$ cat config.mk
export PLATFORM = sky130hd
export DESIGN_NAME = irq_ctx_seq
export DESIGN_NICKNAME = d
export VERILOG_FILES = /design/src/rtl/irq_ctx_seq.sv
export SDC_FILE = /design/constraint.sdc
export NUM_CORES = 1
export LEC_CHECK = 0
export BUFFER_PORTS_ARGS = -buffer_cell sky130_fd_sc_hd__buf_2
export CAP_MARGIN = 0
export CORE_MARGIN = 10
export CORE_UTILIZATION = 30
export CTS_BUF_LIST = sky130_fd_sc_hd__clkbuf_16
export CTS_CLUSTER_DIAMETER = 200
export DETAILED_ROUTE_END_ITERATION = 7
export PLACE_DENSITY = 0.54
export SYNTH_ARGS = -nofsm -noshare
export SYNTH_HDL_FRONTEND = slang
export SYNTH_SLANG_ARGS = --single-unit
$ cat constraint.sdc
create_clock -name clk -period 4.7 [get_ports clk]
set_input_delay 0.94 -clock clk [delete_from_list [all_inputs] [get_ports clk]]
set_output_delay 0.94 -clock clk [all_outputs]
set_load 0.005 [all_outputs]
$ cat src/rtl/irq_ctx_seq.sv
module irq_ctx_seq #(
  parameter logic [15:0] VEC_BASE = 16'hFFC0,
  parameter int          VIW      = 5
) (
  input  logic           clk,
  input  logic           rst_n,
  input  logic           start,
  input  logic           insn_done,
  input  logic           urgent,
  input  logic           xirq,
  input  logic [VIW-1:0] vec_idx,
  input  logic           ret,
  input  logic [15:0]    pc_in,
  input  logic [15:0]    ix_in,
  input  logic [15:0]    iy_in,
  input  logic [7:0]     a_in,
  input  logic [7:0]     b_in,
  input  logic [7:0]     ccr_in,
  input  logic [15:0]    sp_in,
  output logic [15:0]    mem_addr,
  output logic           mem_we,
  output logic           mem_re,
  output logic [7:0]     mem_wdata,
  input  logic [7:0]     mem_rdata,
  output logic           busy,
  output logic           done,
  output logic [15:0]    pc_out,
  output logic [15:0]    ix_out,
  output logic [15:0]    iy_out,
  output logic [7:0]     a_out,
  output logic [7:0]     b_out,
  output logic [7:0]     ccr_out,
  output logic [15:0]    sp_out
);
  localparam int NBYTES = 9;
  localparam logic [3:0] LAST = 4'(NBYTES - 1);

  typedef enum logic [1:0] {IDLE, PUSH, VEC, PULL} phase_t;

  phase_t         phase;
  logic [3:0]     cnt;
  logic           xset;
  logic [VIW-1:0] vidx;
  logic [3:0]     slot;

  assign busy   = (phase != IDLE) || done;
  assign mem_we = (phase == PUSH);
  assign mem_re = (phase == VEC && cnt != 4'd2) || (phase == PULL && cnt != 4'(NBYTES));
  assign slot   = 4'(NBYTES) - cnt;

  always_comb begin
    case (phase)
      PUSH:    mem_addr = sp_out;
      VEC:     mem_addr = VEC_BASE + 16'({vidx, cnt[0]});
      default: mem_addr = sp_out + 16'd1;
    endcase
    case (cnt)
      4'd0:    mem_wdata = pc_out[7:0];
      4'd1:    mem_wdata = pc_out[15:8];
      4'd2:    mem_wdata = iy_out[7:0];
      4'd3:    mem_wdata = iy_out[15:8];
      4'd4:    mem_wdata = ix_out[7:0];
      4'd5:    mem_wdata = ix_out[15:8];
      4'd6:    mem_wdata = a_out;
      4'd7:    mem_wdata = b_out;
      default: mem_wdata = ccr_out;
    endcase
  end

  always_ff @(posedge clk or negedge rst_n) begin
    if (!rst_n) begin
      phase <= IDLE; cnt <= '0; done <= 1'b0; xset <= 1'b0; vidx <= '0;
      pc_out <= '0; ix_out <= '0; iy_out <= '0;
      a_out <= '0; b_out <= '0; ccr_out <= '0; sp_out <= '0;
    end else begin
      done <= 1'b0;
      case (phase)
        IDLE: if (!done) begin
          if (start && (insn_done || urgent)) begin
            pc_out <= pc_in; ix_out <= ix_in; iy_out <= iy_in;
            a_out <= a_in; b_out <= b_in; ccr_out <= ccr_in; sp_out <= sp_in;
            xset <= xirq; vidx <= vec_idx;
            phase <= PUSH; cnt <= '0;
          end else if (ret) begin
            sp_out <= sp_in;
            phase <= PULL; cnt <= '0;
          end
        end
        PUSH: begin
          sp_out <= sp_out - 16'd1;
          if (cnt == LAST) begin
            ccr_out[4] <= 1'b1;
            if (xset) ccr_out[6] <= 1'b1;
            phase <= VEC; cnt <= '0;
          end else cnt <= cnt + 4'd1;
        end
        VEC: begin
          cnt <= cnt + 4'd1;
          if (cnt == 4'd1) pc_out[15:8] <= mem_rdata;
          if (cnt == 4'd2) begin
            pc_out[7:0] <= mem_rdata;
            done <= 1'b1; phase <= IDLE;
          end
        end
        PULL: begin
          cnt <= cnt + 4'd1;
          if (cnt != 4'(NBYTES)) sp_out <= sp_out + 16'd1;
          else begin done <= 1'b1; phase <= IDLE; end
          if (cnt != 4'd0) begin
            case (slot)
              4'd0:    pc_out[7:0]  <= mem_rdata;
              4'd1:    pc_out[15:8] <= mem_rdata;
              4'd2:    iy_out[7:0]  <= mem_rdata;
              4'd3:    iy_out[15:8] <= mem_rdata;
              4'd4:    ix_out[7:0]  <= mem_rdata;
              4'd5:    ix_out[15:8] <= mem_rdata;
              4'd6:    a_out        <= mem_rdata;
              4'd7:    b_out        <= mem_rdata;
              default: ccr_out      <= mem_rdata;
            endcase
          end
        end
        default: phase <= IDLE;
      endcase
    end
  end
endmodule

==> results of run 1 <==
power groups by stage:
stage	logic, mW	registers (mW)	clock network, mW
2_1_floorplan	2.53	1.68	0
3_5_place_dp	3.90	1.94	0
5_1_grt	4.31	2.00	0.877
3_3_place_gp	3.87	1.95	0
4_1_cts	3.92	1.92	0.845
6_report	3.86	1.93	0.833
cells in the final DEF (no fill, tap or decap), types with 12 or more instances in the layout:
cell	netlist	final
sky130_fd_sc_hd__a21oi_1	46	46
sky130_fd_sc_hd__a221oi_1	14	14
sky130_fd_sc_hd__a22oi_1	23	23
sky130_fd_sc_hd__buf_2	6	222
sky130_fd_sc_hd__dfrtp_1	101	101
sky130_fd_sc_hd__ha_1	13	12
sky130_fd_sc_hd__inv_1	69	69
sky130_fd_sc_hd__mux2_2	78	78
sky130_fd_sc_hd__nand2_1	97	97
sky130_fd_sc_hd__nand3_1	16	16
sky130_fd_sc_hd__nor2_1	37	37
sky130_fd_sc_hd__o21ai_0	84	84
layout make-up:
type	count	area (um2)	area share, %
repair buffers	231	1179	14.29
clock buffers	9	225.2	2.730
inverters	69	259.0	3.139
well taps	280	350.3	4.246
multi-input cells	538	3608	43.74
flip-flops and latches	101	2527	30.63
clock inverters	7	101.3	1.228
routing by layer:
metal	global-route usage [%]	vias to the layer above	part of all wire, %
met5	0	-	0.10
met4	3.482	4	1.0
met3	6.832	23	10
met2	29.28	264	48
met1	21.69	3068	41
li1	-	3068	-
worst max-delay path by stage:
stage                 from           end  slack [ns]
floorplan           cnt[0]  mem_wdata[3]        1.81
global placement    cnt[0]  mem_wdata[3]        1.37
detailed placement  cnt[0]  mem_wdata[3]        1.30
CTS                 cnt[0]  mem_wdata[3]        0.88
global route        cnt[0]  mem_wdata[3]        0.74
finish              cnt[0]  mem_wdata[3]        0.88
critical path: stages, from the launching register on:
cell	delay [ns]
sky130_fd_sc_hd__dfrtp_1	0.49
sky130_fd_sc_hd__inv_1	0.13
sky130_fd_sc_hd__ha_1	0.69
sky130_fd_sc_hd__nor4_1	0.21
sky130_fd_sc_hd__or2_2	0.42
sky130_fd_sc_hd__a221o_1	0.42
sky130_fd_sc_hd__buf_2	0.15
state kept, by name (all words and copies together) (netlist names):
| name | flops |
|---|---|
| vidx | 5 |
| phase | 2 |
| cnt | 4 |
| b_out | 8 |
| sp_out | 16 |
| ix_out | 16 |
| ccr_out | 8 |
| pc_out | 16 |
| a_out | 8 |
| iy_out | 16 |
| done | 1 |
| xset | 1 |
cells by family (layout without fill, tap and decap cells):
logic type	Yosys count	after routing
xor+xnor	14	14
buf+inv	122	316
simple gates	200	200
mux	84	84
flops	101	101
compound gates	227	227
fa+ha+maj	13	13
per-stage QoR:
stage	instance area [um2]	setup slack [ns]
3_5_place_dp	7924	1.297
2_1_floorplan	6620	1.809
5_1_grt	8250	0.7389
6_report	8250	0.8829
3_3_place_gp	7924	1.368
4_1_cts	8250	0.8800
==> impl_metrics.json, run 1 <==
{
  "cts_sinks": 101,
  "diodes": 0,
  "cts_hold_buf": 0,
  "clock_power_share_pct": 12.6,
  "power_switching_share_pct": 46.87,
  "power.internal_mw": 3.517,
  "final_antenna_net_count": 0,
  "fillerInstances": 2322,
  "fin_setup_tns_ns": 0,
  "antenna_found_initial": 2,
  "min_from": "vidx[1]",
  "synth_top_flop_cell": "sky130_fd_sc_hd__dfrtp_1",
  "flip_flop_and_latch_count_after_synthesis": 101,
  "synthXorXnorAreaFrac_pct": 1.852,
  "timing.critical_path.required_ns": 3.76,
  "cell_count_after_synthesis": 761,
  "worstMarginPinSlew_ns": 1.102,
  "drc_errors": 0,
  "hold_violations": 0,
  "cts_root_buf": "sky130_fd_sc_hd__clkbuf_16",
  "timing.fmax_mhz": 262.0,
  "rsz0062_at_grt": "false",
  "synthSimpleGateAreaFrac_pct": 13.76,
  "starting_utilization_of_the_core_area_pct": 30.43,
  "worst-r2r-cell-count": 7,
  "hold_ws_ns": 0.5184,
  "synth_top_family_by_area": "compound AO/OA/AOI/OAI gates",
  "wire_length_of_the_first_global_routing_pass_um": 39850,
  "synth_enable_flop_cells": 0,
  "floorplan.die.height_um": 168.6,
  "drtIter0Drc": 460,
  "power.total_mw": 6.620,
  "die_area_um2": 28410,
  "min_path_type": "reg2reg",
  "clock_period_minus_final_worst_setup_slack_ns": 3.817,
  "syn_area_um2": 6620,
  "drtPass1Iterations": 5,
  "synth.cells.most_frequent": "101 x sky130_fd_sc_hd__dfrtp_1, 97 x sky130_fd_sc_hd__nand2_1, 84 x sky130_fd_sc_hd__o21ai_0",
  "yosys_warnings": 0,
  "postCtsSetupRepairBufs": 0,
  "place.port_buffers": 223,
  "min_period_over_period_pct": 81.21,
  "run_status": "complete, no violations",
  "maximum_buffer_depth_of_the_clock_tree": 2,
  "grt_util_all_layers_pct": 17.79,
  "finish.net_count": 1071,
  "worst_r2r_endpoint": "pc_out[0]",
  "hold_end": "vidx[1]",
  "power_frac_comb_pct": 58.3,
  "yosys.cell_types.count": 62,
  "drt-vias-per-instance": 5.204,
  "post_synth_fa_ha_maj_area_fraction_pct": 2.457,
  "overflow": 0,
  "rrSetupSlack_ns": 1.35,
  "final-instance-count-excl-fill": 1235,
  "area.growth.synth_to_final_pct": 24.63,
  "place.gp.congestion": 0.8581,
  "maxSlewHeadroom_pct": 26.51,
  "io_pins": 224,
  "dp_hpwl_um": 19870,
  "cts-resized-gates": 0,
  "synth_mux_area_share_pct": 14.18,
  "clk_pin_slew_worst_paths_ns": 0.09,
  "synth_area_leaders": "sky130_fd_sc_hd__dfrtp_1 38%, sky130_fd_sc_hd__mux2_2 13%, sky130_fd_sc_hd__o21ai_0 6.4%",
  "worstHoldPathCells": 1,
  "timing.final.max_slew_violations": 0,
  "drive_above_1_share_pct": 35.92,
  "tritoncts": "built",
  "max-cap-violations": 0,
  "place.detailed.instances": 1219,
  "power.density_nw_per_um2": 802.4,
  "synthesis.nets": 882,
  "routed-via-count": 6427,
  "yosys.area.top_type_share_pct": 38.18,
  "p_leak_nw": 3.906,
  "switching_power_mw": 3.103,
  "clock_tree.htree_level_count": 3,
  "netlist.top_cell.by_area": "sky130_fd_sc_hd__dfrtp_1",
  "fp.coreArea_um2": 21760,
  "worst_skew_pair.late_latency_ns": 0.37,
  "timing.critical_path.from_type": "flop",
  "post_route_utilization_pct": 37.92,
  "worst_setup_path_end_kind": "primary output",
  "grt_max_degree": 74,
  "die_x_um": 168.6,
  "cp_max_fo": 20,
  "report.final.setup_viol": 0,
  "critPathArrivalTime_ns": 2.88,
  "pwr-share-seq_pct": 29.1,
  "library_cell_with_the_highest_instance_count_after_synthesis": "sky130_fd_sc_hd__dfrtp_1",
  "wl_per_cell_um": 21.09,
  "async_flop_share_pct": 100.0,
  "synth_compound_gate_area_share_pct": 22.23,
  "syn_avg_cell_area_um2": 8.699,
  "timing.setup.critical_path_class": "reg2out",
  "num_rows": 54,
  "synth-seq-area-share_pct": 38.18,
  "worst_voltage_drop_across_the_vdd_grid_uv": 316.8,
  "vias_in_the_first_global_route": 6622,
  "detail_route.wirelength_um": 26050,
  "cts_inserted_buffers": 9,
  "clock-skew-final_ns": 0.01398,
  "worst_reg2reg_path_startpoint": "cnt[2]"
}
No activity file was read; power rests on OpenSTA's default activity.
==> run 2, diff against run 1 <==
--- a/config.mk
+++ b/config.mk
@@ -5,6 +5,7 @@
 export SDC_FILE = /design/constraint.sdc
 export NUM_CORES = 1
 export LEC_CHECK = 0
+export ABC_AREA = 1
 export BUFFER_PORTS_ARGS = -buffer_cell sky130_fd_sc_hd__buf_2
 export CAP_MARGIN = 0
 export CORE_MARGIN = 10
@@ -12,7 +13,7 @@
 export CTS_BUF_LIST = sky130_fd_sc_hd__clkbuf_16
 export CTS_CLUSTER_DIAMETER = 200
 export DETAILED_ROUTE_END_ITERATION = 7
-export PLACE_DENSITY = 0.54
+export PLACE_DENSITY = 0.56
 export SYNTH_ARGS = -nofsm -noshare
 export SYNTH_HDL_FRONTEND = slang
 export SYNTH_SLANG_ARGS = --single-unit
==> constraint.sdc (replaced) <==
create_clock -name clk -period 3.2 [get_ports clk]
set_input_delay 0.64 -clock clk [delete_from_list [all_inputs] [get_ports clk]]
set_output_delay 0.64 -clock clk [all_outputs]
set_load 0.005 [all_outputs]
==> run 2 against run 1 <==
  * Via count is 16% higher
  * First-iteration DRC count is 24% higher
  * Synthesized area is 1.9% higher
  * Count of clock-buffer cells in the layout stayed put
  * Critical path type unchanged
==> impl_metrics.json, run 2 <==
{
  "rrSetupSlack_ns": 0.95,
  "drtPass1Iterations": 5,
  "fillerInstances": 2423,
  "worst_skew_pair.late_latency_ns": 0.36,
  "max-cap-violations": 0,
  "cts_sinks": 101,
  "synth_enable_flop_cells": 0,
  "final_antenna_net_count": 0,
  "cp_max_fo": 9,
  "synth_top_flop_cell": "sky130_fd_sc_hd__dfrtp_1",
  "die_area_um2": 28890,
  "fp.coreArea_um2": 21960,
  "route.top_layer_used": "met5",
  "async_flop_share_pct": 100.0,
  "place.detailed.instances": 1491,
  "yosys.area.top_type_share_pct": 37.46,
  "wire_length_of_the_first_global_routing_pass_um": 41810,
  "place.gp.congestion": 0.9017,
  "routedLengthMet1_um": 11960,
  "routed-wl-met3_um": 2266,
  "timing.critical_path.required_ns": 2.56,
  "final-instance-count-excl-fill": 1507,
  "library_cell_with_the_highest_instance_count_after_synthesis": "sky130_fd_sc_hd__nand2_1",
  "worst_reg2reg_path_startpoint": "phase[0]",
  "clk_pin_slew_worst_paths_ns": 0.09,
  "detail_route.wirelength_um": 27000,
  "floorplan.die.height_um": 170.0,
  "drc_errors": 0,
  "report.final.setup_viol": 0,
  "overflow": 0,
  "yosys.cell_types.count": 38,
  "clock-skew-final_ns": 0.01749,
  "clock_tree.htree_level_count": 3,
  "synth-seq-area-share_pct": 37.46,
  "fin_setup_tns_ns": 0,
  "routed-via-count": 7427,
  "worst_setup_path_end_kind": "primary output",
  "drtIter0Drc": 569,
  "layout.cells.most_common": "sky130_fd_sc_hd__nand2_1",
  "power.total_mw": 9.329,
  "worst_voltage_drop_across_the_vdd_grid_uv": 443.8,
  "maximum_buffer_depth_of_the_clock_tree": 2,
  "tritoncts": "built",
  "syn_avg_cell_area_um2": 6.621,
  "route.met2.wl_um": 12370,
  "mostFrequentLayoutCells": "360 x sky130_fd_sc_hd__nand2_1, 222 x sky130_fd_sc_hd__buf_2, 121 x sky130_fd_sc_hd__nor2_1",
  "dp_hpwl_um": 21310,
  "post-route-cell-area_um2": 8406,
  "timing.final.max_slew_violations": 0,
  "worstMarginPinSlew_ns": 0.8124,
  "flip_flop_and_latch_count_after_synthesis": 101,
  "cell_count_after_synthesis": 1019,
  "syn_area_um2": 6746,
  "launch_point_of_the_critical_path": "cnt[0]",
  "area.growth.synth_to_final_pct": 24.59,
  "netlist.top_cell.by_area": "sky130_fd_sc_hd__dfrtp_1",
  "io_pins": 224,
  "vias_in_the_first_global_route": 7384,
  "dpl-instance-area_um2": 8115,
  "place.port_buffers": 223,
  "finish.net_count": 1343,
  "multiInputGateArea_um2": 3647,
  "synthesis.nets": 1140,
  "worst_r2r_endpoint": "pc_out[14]",
  "synth_area_leaders": "sky130_fd_sc_hd__dfrtp_1 37%, sky130_fd_sc_hd__nand2_1 20%, sky130_fd_sc_hd__nor2_1 6.8%",
  "critPathArrivalTime_ns": 2.30,
  "grt_util_all_layers_pct": 18.25,
  "min_path_type": "in2async",
  "rsz0062_at_grt": "false",
  "maxSlewHeadroom_pct": 45.64,
  "clock_period_minus_final_worst_setup_slack_ns": 2.939,
  "hold_violations": 0,
  "timing.fmax_mhz": 340.3,
  "cts_root_buf": "sky130_fd_sc_hd__clkbuf_16",
  "diodes": 0,
  "cts_inserted_buffers": 9,
  "starting_utilization_of_the_core_area_pct": 30.72,
  "drive_above_1_share_pct": 22.58,
  "postCtsSetupRepairBufs": 0,
  "antenna_found_initial": 1,
  "synth.cells.most_frequent": "360 x sky130_fd_sc_hd__nand2_1, 122 x sky130_fd_sc_hd__nor2_1, 101 x sky130_fd_sc_hd__dfrtp_1",
  "worst-r2r-cell-count": 8,
  "num_rows": 54,
  "cts-resized-gates": 1,
  "ff_latch_area_um2": 2527,
  "timing.setup.critical_path_class": "reg2out",
  "die_x_um": 170.0,
  "run_status": "complete, no violations",
  "cts_hold_buf": 0,
  "min_period_over_period_pct": 91.84,
  "power.density_nw_per_um2": 1110,
  "wl_per_cell_um": 17.91,
  "grt_max_degree": 102,
  "timing.critical_path.from_type": "flop",
  "p_leak_nw": 4.665,
  "yosys_warnings": 0,
  "drt-vias-per-instance": 4.928
}
## run 2: changes by cell type after synthesis, moves of 8 or more
| cell | before | now |
|---|---|---|
| sky130_fd_sc_hd__a21oi_1 | 46 | 77 |
| sky130_fd_sc_hd__a221oi_1 | 14 | 1 |
| sky130_fd_sc_hd__a22oi_1 | 23 | 2 |
| sky130_fd_sc_hd__clkbuf_1 | 34 | 20 |
| sky130_fd_sc_hd__inv_1 | 69 | 100 |
| sky130_fd_sc_hd__mux2_2 | 78 | 6 |
| sky130_fd_sc_hd__nand2_1 | 97 | 360 |
| sky130_fd_sc_hd__nand2b_1 | 8 | 0 |
| sky130_fd_sc_hd__nand3_1 | 16 | 66 |
| sky130_fd_sc_hd__nand4_1 | 5 | 13 |
| sky130_fd_sc_hd__nor2_1 | 37 | 122 |
| sky130_fd_sc_hd__o21ai_0 | 84 | 41 |
| sky130_fd_sc_hd__o22ai_1 | 5 | 16 |
| sky130_fd_sc_hd__xnor2_1 | 10 | 0 |
## run 2: layer usage
layer	global-route usage (%)	vias to the layer above
li1	-	3663
met1	24.02	3435
met2	29.67	299
met3	3.980	28
met4	4.615	2
met5	0	-
## run 2: cells by family after synthesis
logic type | Yosys count | share of synthesized area (%)
AND/OR/NAND/NOR | 580 | 35.94
AO/OA/AOI/OAI | 164 | 13.32
buffers and inverters | 146 | 8.587
flip-flops | 101 | 37.46
adder cells (fa/ha/maj) | 13 | 2.411
XOR/XNOR | 9 | 1.280
multiplexers | 6 | 1.001
## run 2: through the flow
step	util [%]	hold slack [ns]	setup slack [ns]
6_report	38.28	0.3437	0.2613
5_1_grt	38.28	0.3902	0.1123
4_1_cts	38.26	0.3777	0.1509
3_5_place_dp	36.96	0.4965	0.3384
3_3_place_gp	36.96	0.4927	0.4113
2_1_floorplan	-	0.3444	0.9708
## run 2: where the power goes
| group | total (mW) | internal [mW] | switching, mW |
|---|---|---|---|
| combinational | 5.59 | 2.00 | 3.59 |
| sequential | 2.65 | 1.93 | 0.718 |
| clock | 1.08 | 0.540 | 0.543 |
| total | 9.33 | 4.47 | 4.85 |
## run 2: how the worst max path moves through the flow
stage | to | slack (ns) | cells after the start
5_1_grt | mem_wdata[1] | 0.11 | 10
6_report | mem_wdata[1] | 0.26 | 8
3_5_place_dp | mem_wdata[1] | 0.34 | 10
2_1_floorplan | mem_wdata[0] | 0.97 | 10
4_1_cts | mem_wdata[1] | 0.15 | 10
3_3_place_gp | mem_wdata[1] | 0.41 | 10
## run 2: worst max-delay path: stages (launching register included)
cell and delay (ns):
sky130_fd_sc_hd__dfrtp_1 0.43, sky130_fd_sc_hd__inv_1 0.13, sky130_fd_sc_hd__ha_1 0.26, sky130_fd_sc_hd__nand3_1 0.28
sky130_fd_sc_hd__nand4_1 0.20, sky130_fd_sc_hd__nor2_4 0.33, sky130_fd_sc_hd__nand2_1 0.09, sky130_fd_sc_hd__nand3_1 0.11
sky130_fd_sc_hd__buf_2 0.12
## run 2: area by class of cell
type | instances | share of cell area (%)
clock buffers | 9 | 2.679
clock inverters | 7 | 0.6847
inverters | 107 | 4.838
multi-input cells | 772 | 43.39
flip-flops and latches | 101 | 30.07
well taps | 280 | 4.168
repair buffers | 231 | 14.17
